## config.mk

```make
export PLATFORM = sky130hd
export DESIGN_NAME = pps_offset_ctr
export DESIGN_NICKNAME = d
export VERILOG_FILES = /design/src/rtl/pps_offset_pkg.sv /design/src/rtl/pps_sync_edge.sv /design/src/rtl/us_elapsed_ctr.sv /design/src/rtl/offs_snap_hold.sv /design/src/rtl/pps_offset_ctr.sv
export SDC_FILE = /design/constraint.sdc
export NUM_CORES = 1
export LEC_CHECK = 0
export BUFFER_PORTS_ARGS = -buffer_cell sky130_fd_sc_hd__buf_4
export CORE_MARGIN = 3
export CORE_UTILIZATION = 47
export CTS_CLUSTER_SIZE = 28
export DETAILED_ROUTE_END_ITERATION = 10
export PLACE_DENSITY_LB_ADDON = 0.1
export SLEW_MARGIN = 20
export SYNTH_ARGS = -nofsm -noshare
export SYNTH_HDL_FRONTEND = slang
export SYNTH_SLANG_ARGS = --single-unit
```

## constraint.sdc

```tcl
create_clock -name clk_i -period 4.21 [get_ports clk_i]
set_input_delay 0.2105 -clock clk_i [delete_from_list [all_inputs] [get_ports clk_i]]
set_output_delay 0.2105 -clock clk_i [all_outputs]
set_load 0.005 [all_outputs]
```

## src/rtl/pps_offset_pkg.sv

```systemverilog
package pps_offset_pkg;
  localparam int unsigned CNT_W_DEF  = 16;
  localparam int unsigned SYNC_N_DEF = 2;

  function automatic int unsigned cnt_max(input int unsigned w);
    return (32'd1 << w) - 32'd1;
  endfunction
endpackage

```

## src/rtl/pps_sync_edge.sv

```systemverilog
module pps_sync_edge #(
  parameter int unsigned SYNC_N = pps_offset_pkg::SYNC_N_DEF
) (
  input  logic clk_i,
  input  logic rst_ni,
  input  logic pps_i,
  output logic rise_o
);
  logic [SYNC_N-1:0] sync_q;
  logic              last_q;

  always_ff @(posedge clk_i or negedge rst_ni) begin
    if (!rst_ni) sync_q[0] <= 1'b0;
    else         sync_q[0] <= pps_i;
  end

  for (genvar g = 1; g < SYNC_N; g++) begin : g_stage
    always_ff @(posedge clk_i or negedge rst_ni) begin
      if (!rst_ni) sync_q[g] <= 1'b0;
      else         sync_q[g] <= sync_q[g-1];
    end
  end

  always_ff @(posedge clk_i or negedge rst_ni) begin
    if (!rst_ni) last_q <= 1'b0;
    else         last_q <= sync_q[SYNC_N-1];
  end

  assign rise_o = sync_q[SYNC_N-1] & ~last_q;
endmodule

```

## src/rtl/us_elapsed_ctr.sv

```systemverilog
module us_elapsed_ctr #(
  parameter int unsigned CNT_W = pps_offset_pkg::CNT_W_DEF
) (
  input  logic             clk_i,
  input  logic             rst_ni,
  input  logic             restart_i,
  input  logic             tick_i,
  output logic [CNT_W-1:0] count_o,
  output logic             wrap_o
);
  localparam logic [CNT_W-1:0] CntTop = {CNT_W{1'b1}};

  logic [CNT_W-1:0] cnt_q;
  logic             wrap_q;

  // restart outranks tick
  always_ff @(posedge clk_i or negedge rst_ni) begin
    if (!rst_ni) begin
      cnt_q  <= '0;
      wrap_q <= 1'b0;
    end else if (restart_i) begin
      cnt_q  <= '0;
      wrap_q <= 1'b0;
    end else if (tick_i) begin
      cnt_q <= cnt_q + 1'b1;
      if (cnt_q == CntTop) wrap_q <= 1'b1;
    end
  end

  assign count_o = cnt_q;
  assign wrap_o  = wrap_q;
endmodule

```

## src/rtl/offs_snap_hold.sv

```systemverilog
module offs_snap_hold #(
  parameter int unsigned CNT_W = pps_offset_pkg::CNT_W_DEF
) (
  input  logic             clk_i,
  input  logic             rst_ni,
  input  logic             snap_i,
  input  logic [CNT_W-1:0] count_i,
  input  logic             wrap_i,
  output logic [CNT_W-1:0] count_o,
  output logic             wrap_o
);
  logic [CNT_W:0] hold_q;

  always_ff @(posedge clk_i or negedge rst_ni) begin
    if (!rst_ni)     hold_q <= '0;
    else if (snap_i) hold_q <= {wrap_i, count_i};
  end

  assign count_o = hold_q[CNT_W-1:0];
  assign wrap_o  = hold_q[CNT_W];
endmodule

```

## src/rtl/pps_offset_ctr.sv

```systemverilog
module pps_offset_ctr #(
  parameter int unsigned CNT_W  = pps_offset_pkg::CNT_W_DEF,
  parameter int unsigned SYNC_N = pps_offset_pkg::SYNC_N_DEF
) (
  input  logic             clk_i,
  input  logic             rst_ni,
  input  logic             us_tick_i,
  input  logic             pps_i,
  input  logic             snap_i,
  output logic [CNT_W-1:0] count_o,
  output logic             wrap_o,
  output logic [CNT_W-1:0] snap_count_o,
  output logic             snap_wrap_o
);
  logic restart;

  pps_sync_edge #(.SYNC_N(SYNC_N)) u_sync (
    .clk_i  (clk_i),
    .rst_ni (rst_ni),
    .pps_i  (pps_i),
    .rise_o (restart)
  );

  us_elapsed_ctr #(.CNT_W(CNT_W)) u_ctr (
    .clk_i     (clk_i),
    .rst_ni    (rst_ni),
    .restart_i (restart),
    .tick_i    (us_tick_i),
    .count_o   (count_o),
    .wrap_o    (wrap_o)
  );

  offs_snap_hold #(.CNT_W(CNT_W)) u_hold (
    .clk_i   (clk_i),
    .rst_ni  (rst_ni),
    .snap_i  (snap_i),
    .count_i (count_o),
    .wrap_i  (wrap_o),
    .count_o (snap_count_o),
    .wrap_o  (snap_wrap_o)
  );
endmodule

```

==> results of run 1 <==
==> layout make-up <==
class	instances	share of cell area (%)
clock buffer	5	1.884
sequential	37	46.48
inverter	1	0.1884
tap	44	2.764
timing repair buffer	40	15.33
multi-input combinational	81	30.09
clock inverter	3	3.266
==> how the worst max path moves through the flow <==
stage / start / end / cells after the start
final: u_ctr.count_o[0] / u_ctr.count_o[14] / 5
after global routing: u_ctr.count_o[1] / u_ctr.count_o[14] / 5
after CTS: u_ctr.count_o[0] / u_ctr.count_o[14] / 5
after detailed placement: u_ctr.count_o[0] / u_ctr.count_o[14] / 5
after global placement: u_ctr.count_o[0] / u_ctr.count_o[14] / 5
after floorplan: u_ctr.count_o[0] / u_ctr.count_o[14] / 5
==> cells by family after synthesis <==
family,after synthesis,synth area share (%)
AO/OA/AOI/OAI,11,3.715
XOR/XNOR,10,5.655
adder cells (fa/ha/maj),1,0.8076
buffers and inverters,6,1.696
flip-flops,37,59.77
multiplexers,18,13.00
AND/OR/NAND/NOR,41,15.35
==> sequential cells by signal, indices dropped and copies added (netlist names) <==
signal / flops
u_hold.hold_q: 17
u_ctr.wrap_o: 1
u_sync.last_q: 1
u_sync.sync_q: 2
u_ctr.count_o: 16
==> report_power, final <==
| group | switching, mW | internal (mW) | total (mW) |
|---|---|---|---|
| registers | 0.0285 | 0.380 | 0.409 |
| clock network | 0.115 | 0.184 | 0.299 |
| logic | 0.0424 | 0.0566 | 0.0991 |
| total | 0.186 | 0.621 | 0.807 |
==> routing by layer <==
layer  vias to the layer above  routed length (um)  GRT usage (%)
li1                        521                   -              -
met1                       527                1263          20.07
met2                        28                1348          24.38
met3                         6                 178          6.061
met4                         0                  57          8.086
met5                         -                   0              0
==> cell usage in the layout, fill, tap and decap left out, drive strengths merged <==
master,n
bufinv,2
dlygate4sd3,2
dfrtp,37
o21ai,5
clkbuf,5
ha,1
xor2,3
xnor2,7
nand3,4
a21oi,5
nor4b,1
nor3,1
nand2,8
nor2,11
buf,38
nand4,3
mux2,17
mux2i,1
and4,1
nor4,3
clkinv,1
o31ai,1
nand2b,1
inv,1
nor2b,1
or3,7
==> worst max-delay path: stages, from the launching register on <==
cell	delay [ns]
sky130_fd_sc_hd__dfrtp_1	0.46
sky130_fd_sc_hd__ha_1	0.25
sky130_fd_sc_hd__nand3_2	0.14
sky130_fd_sc_hd__or3_4	0.38
sky130_fd_sc_hd__or3_1	0.35
sky130_fd_sc_hd__a21oi_1	0.15
==> metrics by stage <==
stage	instance area, um2	utilization [%]
2_1_floorplan	1549	-
3_3_place_gp	1867	60.16
3_5_place_dp	1867	60.16
4_1_cts	1989	64.11
5_1_grt	1992	64.19
6_report	1992	64.19
==> summary by stage, run 1 <==
Run status
The flow ran to the end, and the final reports show no timing, DRC or antenna violations.

Synth
The share of flip-flops with an asynchronous set or reset is 100.0%. In the post-synthesis netlist, the biggest area contributors are sky130_fd_sc_hd__dfrtp_1, sky130_fd_sc_hd__mux2_2, sky130_fd_sc_hd__xnor2_1. The distinct cell type count after synthesis is 28.

The netlist area before placement is 1549 um2. The share of the yosys chip area belonging to registers is 59.77%. The Yosys step of the flow raised 0 warnings.

A synthesized cell averages 12.49 um2. The most common cell in the synthesized netlist is sky130_fd_sc_hd__dfrtp_1. The number of synthesized register bits is 37. The fraction of post-synthesis cell area in the top cell type by area is 59.77%.

The synthesized design spends more area on one cell type than any other, namely sky130_fd_sc_hd__dfrtp_1. Counting instances in the post-synthesis netlist gives the leading cell types as sky130_fd_sc_hd__dfrtp_1, sky130_fd_sc_hd__mux2_2, sky130_fd_sc_hd__nor2_1, sky130_fd_sc_hd__nand2_1, sky130_fd_sc_hd__xnor2_1. The synthesized instance count is 124. The count of flip-flops with a built-in enable after synthesis is 0.

The number of nets in the synthesized netlist is 130. The most used flip-flop cell after synthesis is sky130_fd_sc_hd__dfrtp_1.

Min path
The number of instances on the worst hold path is 3. The worst hold path startpoint is us_tick_i. For hold timing, the worst endpoint is u_ctr.count_o[0]. The worst min-delay path category is input port to flop.

Placed design
The routability-driven placement congestion ratio is 0.7995. The number of cells in the design after placement is 201. Port buffering added 38 buffers. The final HPWL from detailed placement is just under 2 mm.

At the placement stage, the worst setup path has a slack of roughly 2.4 ns.

STA
Setup slack closes at 2.421 ns. The final critical path takes up 42.49% of the cycle. The clock period minus worst slack is 1.789 ns. The slew at the pin with the worst max-slew slack is 0.6609 ns. The tightest hold margin is 0.2176 ns. The hold violation count in the final report is 0. Setup repair after global routing left no endpoint under its margin. In the final timing run, aggregate negative setup slack is 0 ns. The worst setup skew after layout is between 0.008 and 0.009 ns. The worst max-slew margin expressed relative to the limit is 55.74%. The upper clock frequency limit is between 500 and 600 MHz.

Setup violations remaining at the end of the flow were counted as 0. The final-report max-slew violation count came to 0.

Setup path
The maximum fanout along the worst path is 5. The end of the worst register-to-register path is u_ctr.count_o[14]. The worst register-to-register path begins at u_ctr.count_o[0]. The required time of the critical path is 4.47 ns. Across all register-to-register paths, the minimum setup slack is roughly 2.4 ns.

The type of element capturing the critical path is a flop. For the worst flop-to-flop path, the logic depth is 5. The kind of launch point of the worst setup path is a flop. Data on the critical path arrives at its endpoint at 2.05 ns.

The setup path with the least slack is of type flop to flop.

Cells and area
The sequential cells in the finished layout cover a total of between 900 and 1000 um2. The number of antenna diodes in the final layout is 0. The final-layout fill cell count is between 200 and 300. The fraction of layout instances using a drive strength above 1 is roughly two fifths. In the final design database the tool counted about 170 nets. Relative to the synthesized area, the layout overhead comes to 28.59%.

The count of placed standard cells in the final layout, fillers left out is 211. The multi-input combinational cells in the finished layout cover a total of about 600 um2.

Clock tree
The total number of H-tree levels is 2. The number of buffers inserted by hold repair at cts is 2. Post-CTS timing repair inserted 0 buffers for setup. Clock tree synthesis selected as its root buffer the cell sky130_fd_sc_hd__clkbuf_4.

The TritonCTS clock tree is done. The clock passes through at most 2 buffers. For this design, the sink count on the clock tree is 37. The quantity of gates resized following cts is 0. The latest clock arrival within the worst-skew pair is 0.33 ns. The clock-pin slew of the registers on the worst-case setup and hold paths is 0.11 ns. The number of buffers created by CTS is 5.

Power
The total power draw is 0.8065 mW. Across the VDD grid, the largest voltage drop is just under 0.0003 V. The static power due to leakage is between 0.9 and 1 nW. The power per cell area is 404.9 nW/um2.

Global routing
The number of global-route vias before repair is 1045. The total grt overflow is 0. The aggregate global-route resource usage is 16.09%. The largest net degree at the start of global routing is 38. The number of antenna violations at the first check in global routing came to 0. The first global-routing pass estimated around 5 mm of wire.

Die
The number of top-level design ports is 39. The die outline height is 63.41 um. The floorplan step defined a die boundary enclosing 4021 um2. The core region area is just over 3000 um2.

The width of the chip is 63.41 um. The starting density of the core is between 40% and 50%. The row count is 20.

Drt
Before antenna repair, the detailed router went through 4 iterations. The detail route stage leaves a number of antenna-violating nets equal to 0. The total wirelength of the detailed-routed design is 2.847 mm. The average wire per cell in the routed design is 13.49 um. The remaining routing DRC violations is 0. The first routing iteration left 29 violations.

The total via count after detailed routing is 1082. The via density per instance is 5.128.

Run
Across the run, the number of max-cap violations was 0.
(Power assumes the default switching activity.)
==> run 2: changes to the inputs <==
--- a/config.mk
+++ b/config.mk
@@ -7,7 +7,7 @@
 export LEC_CHECK = 0
 export BUFFER_PORTS_ARGS = -buffer_cell sky130_fd_sc_hd__buf_4
 export CORE_MARGIN = 3
-export CORE_UTILIZATION = 47
+export CORE_UTILIZATION = 46
 export CTS_CLUSTER_SIZE = 28
 export DETAILED_ROUTE_END_ITERATION = 10
 export PLACE_DENSITY_LB_ADDON = 0.1
==> constraint.sdc (replaced) <==
create_clock -name clk_i -period 1.6 [get_ports clk_i]
set_input_delay 0.08 -clock clk_i [delete_from_list [all_inputs] [get_ports clk_i]]
set_output_delay 0.08 -clock clk_i [all_outputs]
set_load 0.005 [all_outputs]
==> run 2 against run 1 <==
  * First-iteration DRC count is 31% higher
  * Critical endpoint is now u_ctr.count_o[15]
  * Combinational power grew to 3.6 times the previous value
  * Cell area is 2.9% higher
  * Clock skew is 0.0026 ns lower
  * Routed wire length is 8.9% higher
  * Critical path depth is 1 lower
  * Worst hold slack worse by 0.15 ns
  * Maximum frequency is 17% higher
==> summary by stage, run 2 (same netlist as run 1, synthesis figures left out) <==
Run status
Run status: finished, final reports clean (unchanged).

Drt
The total wirelength of the detailed-routed design is 3.101 mm (was 2.847 mm). The remaining routing DRC violations is 0 (unchanged). The average wire per cell in the routed design is 13.84 um (was 13.49 um). The total via count after detailed routing is 1136 (was 1082). The number of nets with antenna violations after routing is 0 (unchanged).

The DRC violation total after the first TritonRoute iteration came to 38 (was 29). The first-pass detailed-route iteration total is 4 (unchanged). The via density per instance came to 5.071 (was 5.128).

Clock tree
The number of sinks handled by clock tree synthesis came to 37 (unchanged). The number of buffers created by CTS is 5 (unchanged). The number of buffers on the longest clock path is 2 (unchanged).

The TritonCTS clock tree is done (unchanged). The clock-pin slew of the registers on the worst-case setup and hold paths is 0.10 ns (was 0.11 ns). The latest clock arrival within the worst-skew pair came to 0.33 ns (about the same).

The cell at the root of the clock tree is sky130_fd_sc_hd__clkbuf_4 (unchanged). The total number of H-tree levels is 2 (unchanged).

Setup path
The start of the worst register-to-register path is u_ctr.count_o[3] (was u_ctr.count_o[0]). The required time of the critical path is 1.87 ns (was 4.47 ns). Ordered cell list for the critical path: nand3_4, or3_4, or3_1, a21oi_1 (was ha_1, nand3_2, or3_4, or3_1, a21oi_1). The total stage count of the critical path was 4 (was 5). The category of cells accounting for the largest share of critical-path delay is simple AND/OR/NAND/NOR gates (unchanged). The source of the critical timing path is u_ctr.count_o[3] (was u_ctr.count_o[0]). The number of buffers and inverters on the critical path is 0 (unchanged). The maximum fanout along the worst path is 8 (was 5). The cell depth of the worst flop-to-flop path is 4 (was 5). The slowest stage cell on the critical path is sky130_fd_sc_hd__or3_4 (was sky130_fd_sc_hd__dfrtp_1). The largest stage delay on the critical path came to 0.42 ns (was 0.46 ns). The critical path start-end classification is flop to flop (unchanged).

The kind of launch point of the worst setup path is a flop (unchanged). The type of element capturing the critical path is a flop (unchanged). The data arrival time of the worst path was 1.79 ns (was 2.05 ns).

Cells and area
The register with the most flip-flops is u_hold.hold_q (unchanged). The number of flip-flops in the largest register came to 17 (unchanged). The number of nets in the layout was 187 (was 172). Most frequent cells in the layout: sky130_fd_sc_hd__buf_4, sky130_fd_sc_hd__dfrtp_1, sky130_fd_sc_hd__mux2_2, sky130_fd_sc_hd__nor2_1, sky130_fd_sc_hd__nand2_1 (unchanged).

The fraction of layout instances using a drive strength above 1 is 46.11% (was 41.32%). The number of antenna cells inserted is 0 (unchanged). The leading cell type in the layout, fill and taps excluded is sky130_fd_sc_hd__buf_4 (unchanged). The share of the core filled with cells in the final layout was 65.52% (was 64.19%). The area growth from synthesis to final layout is 32.31% (was 28.59%). The final-layout fill cell count is 260 (was 284).

The summed area of non-filler cells in the final layout came to 2049 um2 (was 1992 um2).

STA
The upper clock frequency limit was 655.5 MHz (was 559.1 MHz). The final-report max-slew violation count is 0 (unchanged). The slew at the pin with the worst max-slew slack was 0.4596 ns (was 0.6609 ns). The final period utilization is 95.35% (was 42.49%).

The setup slack after layout is 0.07434 ns (was 2.421 ns). The hold violation count in the final report is 0 (unchanged). The clock period minus worst slack came to 1.526 ns (was 1.789 ns).

The setup-violating endpoint count in the final report was 0 (unchanged). The worst setup skew after layout is 0.006130 ns (was 0.008778 ns). The worst max-slew margin expressed relative to the limit is 69.36% (was 55.74%).

The final setup TNS is 0 ns (unchanged).

Power
The static power due to leakage is 1.008 nW (was 0.9621 nW). The worst vdd rail ir drop is 0.0006038 V (was 0.0002946 V). The power per cell area came to 897.0 nW/um2 (was 404.9 nW/um2).

Global routing
The aggregate global-route resource usage came to 16.64% (was 16.09%). The largest net degree at the start of global routing is 38 (unchanged). The number of global-route vias before repair is 1153 (was 1045). The global-route wire length before repair is 5.250 mm (was 4.981 mm). The number of antenna violations at the first check in global routing is 0 (unchanged). The total grt overflow is 0 (unchanged).

Die
The starting density of the core was 49.52% (was 49.92%). The core region area is 3128 um2 (was 3103 um2). The floorplan die area was 4100 um2 (was 4021 um2). The die outline height is 64.03 um (was 63.41 um).

The number of top-level design ports is 39 (unchanged). The width of the chip is 64.03 um (was 63.41 um). The row count is 20 (unchanged).

Min path
The worst min-delay path category is input port to flop (unchanged). The worst hold path startpoint is us_tick_i (unchanged). The number of instances on the worst hold path is 3 (unchanged).

Placed design
The final HPWL from detailed placement is 2.210 mm (was 1.952 mm). The setup slack at placement was 0.01312 ns (was 2.410 ns). The total of buffers placed on input and output ports is 38 (unchanged). The placed instance area is 1959 um2 (was 1867 um2). The routability-driven placement congestion ratio is 0.7652 (was 0.7995).

Run
The max-capacitance violation count is 0 (unchanged).
[run 2: cell count changes in the layout (fill, tap and decap cells not counted)]
cell	previous run	this run
sky130_fd_sc_hd__or3_4	1	2
sky130_fd_sc_hd__bufinv_16	2	0
sky130_fd_sc_hd__ha_1	1	0
sky130_fd_sc_hd__ha_2	0	1
sky130_fd_sc_hd__nor2b_2	1	0
sky130_fd_sc_hd__nor2b_1	0	1
sky130_fd_sc_hd__buf_4	38	53
sky130_fd_sc_hd__or3_1	5	4
[run 2: timing repair]
action / in CTS / in global routing
pin swaps: 1 / 3
setup buffers: 1 / 2
hold buffers: 2 / 0
endpoints found under the setup margin: 1 / 4
resized for setup: 0 / 1
hold endpoints to repair: 38 / 0
[run 2: final timing paths]
kind | to | slack, ns
worst min register to register | u_sync.sync_q[1] | 0.39
worst min-delay path | u_ctr.count_o[0] | 0.07
worst max-delay path | u_ctr.count_o[15] | 0.07
worst max register to register | u_ctr.count_o[15] | 0.07
min in group asynchronous | u_hold.hold_q[4] | 0.23
max in group asynchronous | u_hold.hold_q[1] | 1.04
[run 2: cell type report]
cell class / count / area, um2 / area share [%]
inverters: 1 / 3.754 / 0.1831
repair buffers: 55 / 417.9 / 20.39
well taps: 44 / 55.05 / 2.686
clock inverters: 1 / 5.005 / 0.2442
multi-input cells: 81 / 604.3 / 29.49
clock buffers: 5 / 37.54 / 1.831
flip-flops and latches: 37 / 925.9 / 45.18
[run 2: routing by layer]
metal / track usage [%] / share of wire [%]
met5: 0 / 0
met2: 26.71 / 49
met1: 20.95 / 45
met4: 7.817 / 1.6
met3: 4.218 / 4.7
[run 2: worst reg2reg max path, cell delays in order, from the launching register on]
cell and delay (ns):
sky130_fd_sc_hd__dfrtp_1 0.41, sky130_fd_sc_hd__nand3_4 0.12, sky130_fd_sc_hd__or3_4 0.42, sky130_fd_sc_hd__or3_1 0.36
sky130_fd_sc_hd__a21oi_1 0.14
[run 2: per-stage QoR]
step / std cells / hold slack, ns / power [mW]
after floorplan: 124 / -0.2156 / 1.199
after global placement: 213 / 0.06630 / 1.392
after detailed placement: 213 / 0.06829 / 1.407
after CTS: 222 / 0.05978 / 1.852
after global routing: 224 / 0.06968 / 1.946
final: 224 / 0.07147 / 1.838
[run 2: power by group]
group	internal, mW	switching [mW]
logic	0.210	0.146
clock network	0.152	0.280
registers	1.00	0.0497
==> run 3: changes to the inputs <==
--- a/config.mk
+++ b/config.mk
@@ -6,7 +6,6 @@
 export NUM_CORES = 1
 export LEC_CHECK = 0
 export BUFFER_PORTS_ARGS = -buffer_cell sky130_fd_sc_hd__buf_4
-export CORE_MARGIN = 3
 export CORE_UTILIZATION = 46
 export CTS_CLUSTER_SIZE = 28
 export DETAILED_ROUTE_END_ITERATION = 10
==> run 3 against run 2 <==
  * First-iteration DRC count down 26%
  * Clock skew grew 0.0035 ns
  * Die area shrank 12%
  * Register-to-register slack worse by 0.07 ns
  * Sequential power hardly changed
  * Final cell count shrank 0.45%
  * Combinational power is 6.2% lower
  * Total power up 6.4%
  * Flip-flop and latch count stayed put
  * Maximum frequency decreased by 4.1%
  * Worst hold slack got worse by 0.023 ns
  * Clock power is 32% higher
==> summary by stage, run 3 (same netlist as run 1, synthesis figures left out) <==
Global routing
The total grt overflow is 0 (unchanged). The largest net degree at the start of global routing is 38 (unchanged). The number of antenna violations at the first check in global routing is 0 (unchanged). The number of global-route vias before repair came to 1061 (was 1153). The aggregate global-route resource usage is 19.43% (was 16.64%). The global-route wire length before repair is 4.933 mm (was 5.250 mm).

Drt
The average wire per cell in the routed design is 13.80 um (was 13.84 um). The DRC violation total after the first TritonRoute iteration is 28 (was 38). The first-pass detailed-route iteration total is 4 (unchanged). The via density per instance is 5.152 (was 5.071). The total via count after detailed routing is 1149 (was 1136). The total wirelength of the detailed-routed design is 3.078 mm (was 3.101 mm).

The remaining routing DRC violations is 0 (unchanged). The number of nets with antenna violations after routing came to 0 (unchanged).

Min path
The sink of the worst hold path is u_ctr.count_o[0] (unchanged). The number of instances on the worst hold path is 3 (unchanged). The worst hold path startpoint is us_tick_i (unchanged). The worst min-delay path category was input port to flop (unchanged).

Clock tree
The number of sinks handled by clock tree synthesis is 37 (unchanged). The clock-pin slew of the registers on the worst-case setup and hold paths is 0.12 ns (was 0.10 ns). The total number of H-tree levels was 2 (unchanged). The TritonCTS clock tree is done (unchanged). The cell at the root of the clock tree was sky130_fd_sc_hd__clkbuf_4 (unchanged). The number of buffers on the longest clock path is 2 (unchanged). The latest clock arrival within the worst-skew pair is 0.35 ns (was 0.33 ns).

The number of buffers created by CTS is 5 (unchanged).

Die
The number of top-level design ports is 39 (unchanged). The core region area is 3128 um2 (unchanged). The floorplan die area is 3604 um2 (was 4100 um2). The row count was 20 (unchanged). The die outline height is 60.03 um (was 64.03 um). The starting density of the core is 49.52% (unchanged).

The width of the chip is 60.03 um (was 64.03 um).

Cells and area
The number of antenna cells inserted is 0 (unchanged). The share of the core filled with cells in the final layout is 66.92% (was 65.52%). The area growth from synthesis to final layout is 35.14% (was 32.31%). The number of nets in the layout is 184 (was 187). The register with the most flip-flops is u_hold.hold_q (unchanged). The summed area of non-filler cells in the final layout is 2093 um2 (was 2049 um2).

Most frequent cells in the layout: sky130_fd_sc_hd__buf_4, sky130_fd_sc_hd__dfrtp_1, sky130_fd_sc_hd__mux2_2, sky130_fd_sc_hd__nor2_1, sky130_fd_sc_hd__nand2_1 (unchanged). The fraction of layout instances using a drive strength above 1 is 49.16% (was 46.11%). The number of flip-flops in the largest register came to 17 (unchanged). The leading cell type in the layout, fill and taps excluded is sky130_fd_sc_hd__buf_4 (unchanged).

Setup path
The slowest stage cell on the critical path is sky130_fd_sc_hd__dfrtp_1 (was sky130_fd_sc_hd__or3_4). The source of the critical timing path is u_ctr.count_o[0] (was u_ctr.count_o[3]). The kind of launch point of the worst setup path is a flop (unchanged).

The category of cells accounting for the largest share of critical-path delay is simple AND/OR/NAND/NOR gates (unchanged). Ordered cell list for the critical path: ha_2, nand3_2, or3_4, or3_4, a21oi_2 (was nand3_4, or3_4, or3_1, a21oi_1). The end of the worst register-to-register path was u_ctr.count_o[14] (was u_ctr.count_o[15]). The maximum fanout along the worst path is 3 (was 8). The data arrival time of the worst path is 1.88 ns (was 1.79 ns).

The start of the worst register-to-register path is u_ctr.count_o[0] (was u_ctr.count_o[3]). The cell repeated most along the worst path is sky130_fd_sc_hd__or3_4. The critical path start-end classification is flop to flop (unchanged). The cell depth of the worst flop-to-flop path is 5 (was 4). The type of element capturing the critical path is a flop (unchanged). The number of buffers and inverters on the critical path is 0 (unchanged). The required time of the critical path is 1.89 ns (was 1.87 ns). The worst reg-to-reg setup slack is 0.008 ns (was 0.07 ns). The largest stage delay on the critical path was 0.40 ns (was 0.42 ns).

Placed design
The placed instance area came to 1959 um2 (unchanged). The final HPWL from detailed placement is 2.044 mm (was 2.210 mm). The total of buffers placed on input and output ports came to 38 (unchanged). The routability-driven placement congestion ratio was 0.7761 (was 0.7652).

STA
The hold violation count in the final report came to 0 (unchanged). The setup-violating endpoint count in the final report is 0 (unchanged). The clock period minus worst slack was 1.592 ns (was 1.526 ns). The worst setup skew after layout is 0.009677 ns (was 0.006130 ns). The final period utilization is 99.48% (was 95.35%). The worst max-slew margin expressed relative to the limit came to 69.41% (was 69.36%). The slew at the pin with the worst max-slew slack is 0.4589 ns (was 0.4596 ns).

Setup repair after global routing could not meet its margin everywhere. The final-report max-slew violation count is 0 (unchanged). The tightest hold margin is 0.04879 ns (was 0.07147 ns). The final setup TNS was 0 ns (unchanged). The upper clock frequency limit is 628.3 MHz (was 655.5 MHz).

Run
The max-capacitance violation count was 0 (unchanged).

Power
The internal cell power is 1.449 mW (was 1.363 mW). The power per cell area is 934.1 nW/um2 (was 897.0 nW/um2). The static power due to leakage is 1.010 nW (was 1.008 nW). The fraction of power consumed by the clock network is 29.2% (was 23.5%). The share of power burned in combinational logic is 17.1% (was 19.3%). The switching fraction of total power is 25.92% (was 25.86%). The total net switching power is 0.5069 mW (was 0.4755 mW).

The sequential cell fraction of total power was 53.7% (was 57.1%). The worst vdd rail ir drop is 0.0006907 V (was 0.0006038 V).

Run status
Run status: finished, final reports clean (unchanged).
-- run 3: area by class of cell --
cell class	count	area, um2
inverters	1	3.754
clock buffers	7	65.06
repair buffers	52	395.4
fillers	261	1035
clock inverters	1	5.005
well taps	44	55.05
multi-input cells	81	643.1
flip-flops and latches	37	925.9
-- run 3: routing by layer --
layer  track usage, %  vias up  wire length [um]
met5                0        -                 0
met3            7.792        4               144
li1                 -      541                 -
met4            7.973        0                32
met1            25.18      575              1384
met2            28.89       29              1517
-- run 3: power by group through the flow --
stage	combinational (mW)	clock (mW)	sequential (mW)
floorplan	0.112	0	1.09
global placement	0.326	0	1.06
detailed placement	0.336	0	1.07
CTS	0.342	0.589	1.05
global route	0.366	0.633	1.06
finish	0.334	0.571	1.05
-- run 3: through the flow --
| step | power, mW | worst slack, ns | instances |
|---|---|---|---|
| after floorplan | 1.199 | -0.02880 | 124 |
| after global placement | 1.390 | 0.07120 | 213 |
| after detailed placement | 1.406 | 0.03013 | 213 |
| after CTS | 1.985 | 0.0001685 | 223 |
| after global routing | 2.061 | -0.07962 | 223 |
| final | 1.955 | 0.008364 | 223 |
-- run 3: worst register-to-register path: stages, from the launching register on --
cell,delay (ns)
sky130_fd_sc_hd__dfrtp_1,0.40
sky130_fd_sc_hd__ha_2,0.21
sky130_fd_sc_hd__nand3_2,0.09
sky130_fd_sc_hd__or3_4,0.38
sky130_fd_sc_hd__or3_4,0.33
sky130_fd_sc_hd__a21oi_2,0.11
-- run 3: repair_timing --
action	in CTS	in global routing
endpoints found under the setup margin	0	3
hold endpoints to repair	38	0
hold buffers	2	0
gates resized for setup	0	9
buffers inserted	0	0
-- run 3: how the worst max path moves through the flow --
stage / slack (ns) / to / depth (start not counted)
6_report: 0.008 / u_ctr.count_o[14] / 5
4_1_cts: 0.0002 / u_ctr.count_o[14] / 5
5_1_grt: -0.08 / u_ctr.count_o[14] / 5
3_5_place_dp: 0.03 / u_ctr.count_o[14] / 5
2_1_floorplan: -0.03 / u_ctr.count_o[14] / 5
3_3_place_gp: 0.07 / u_ctr.count_o[14] / 5
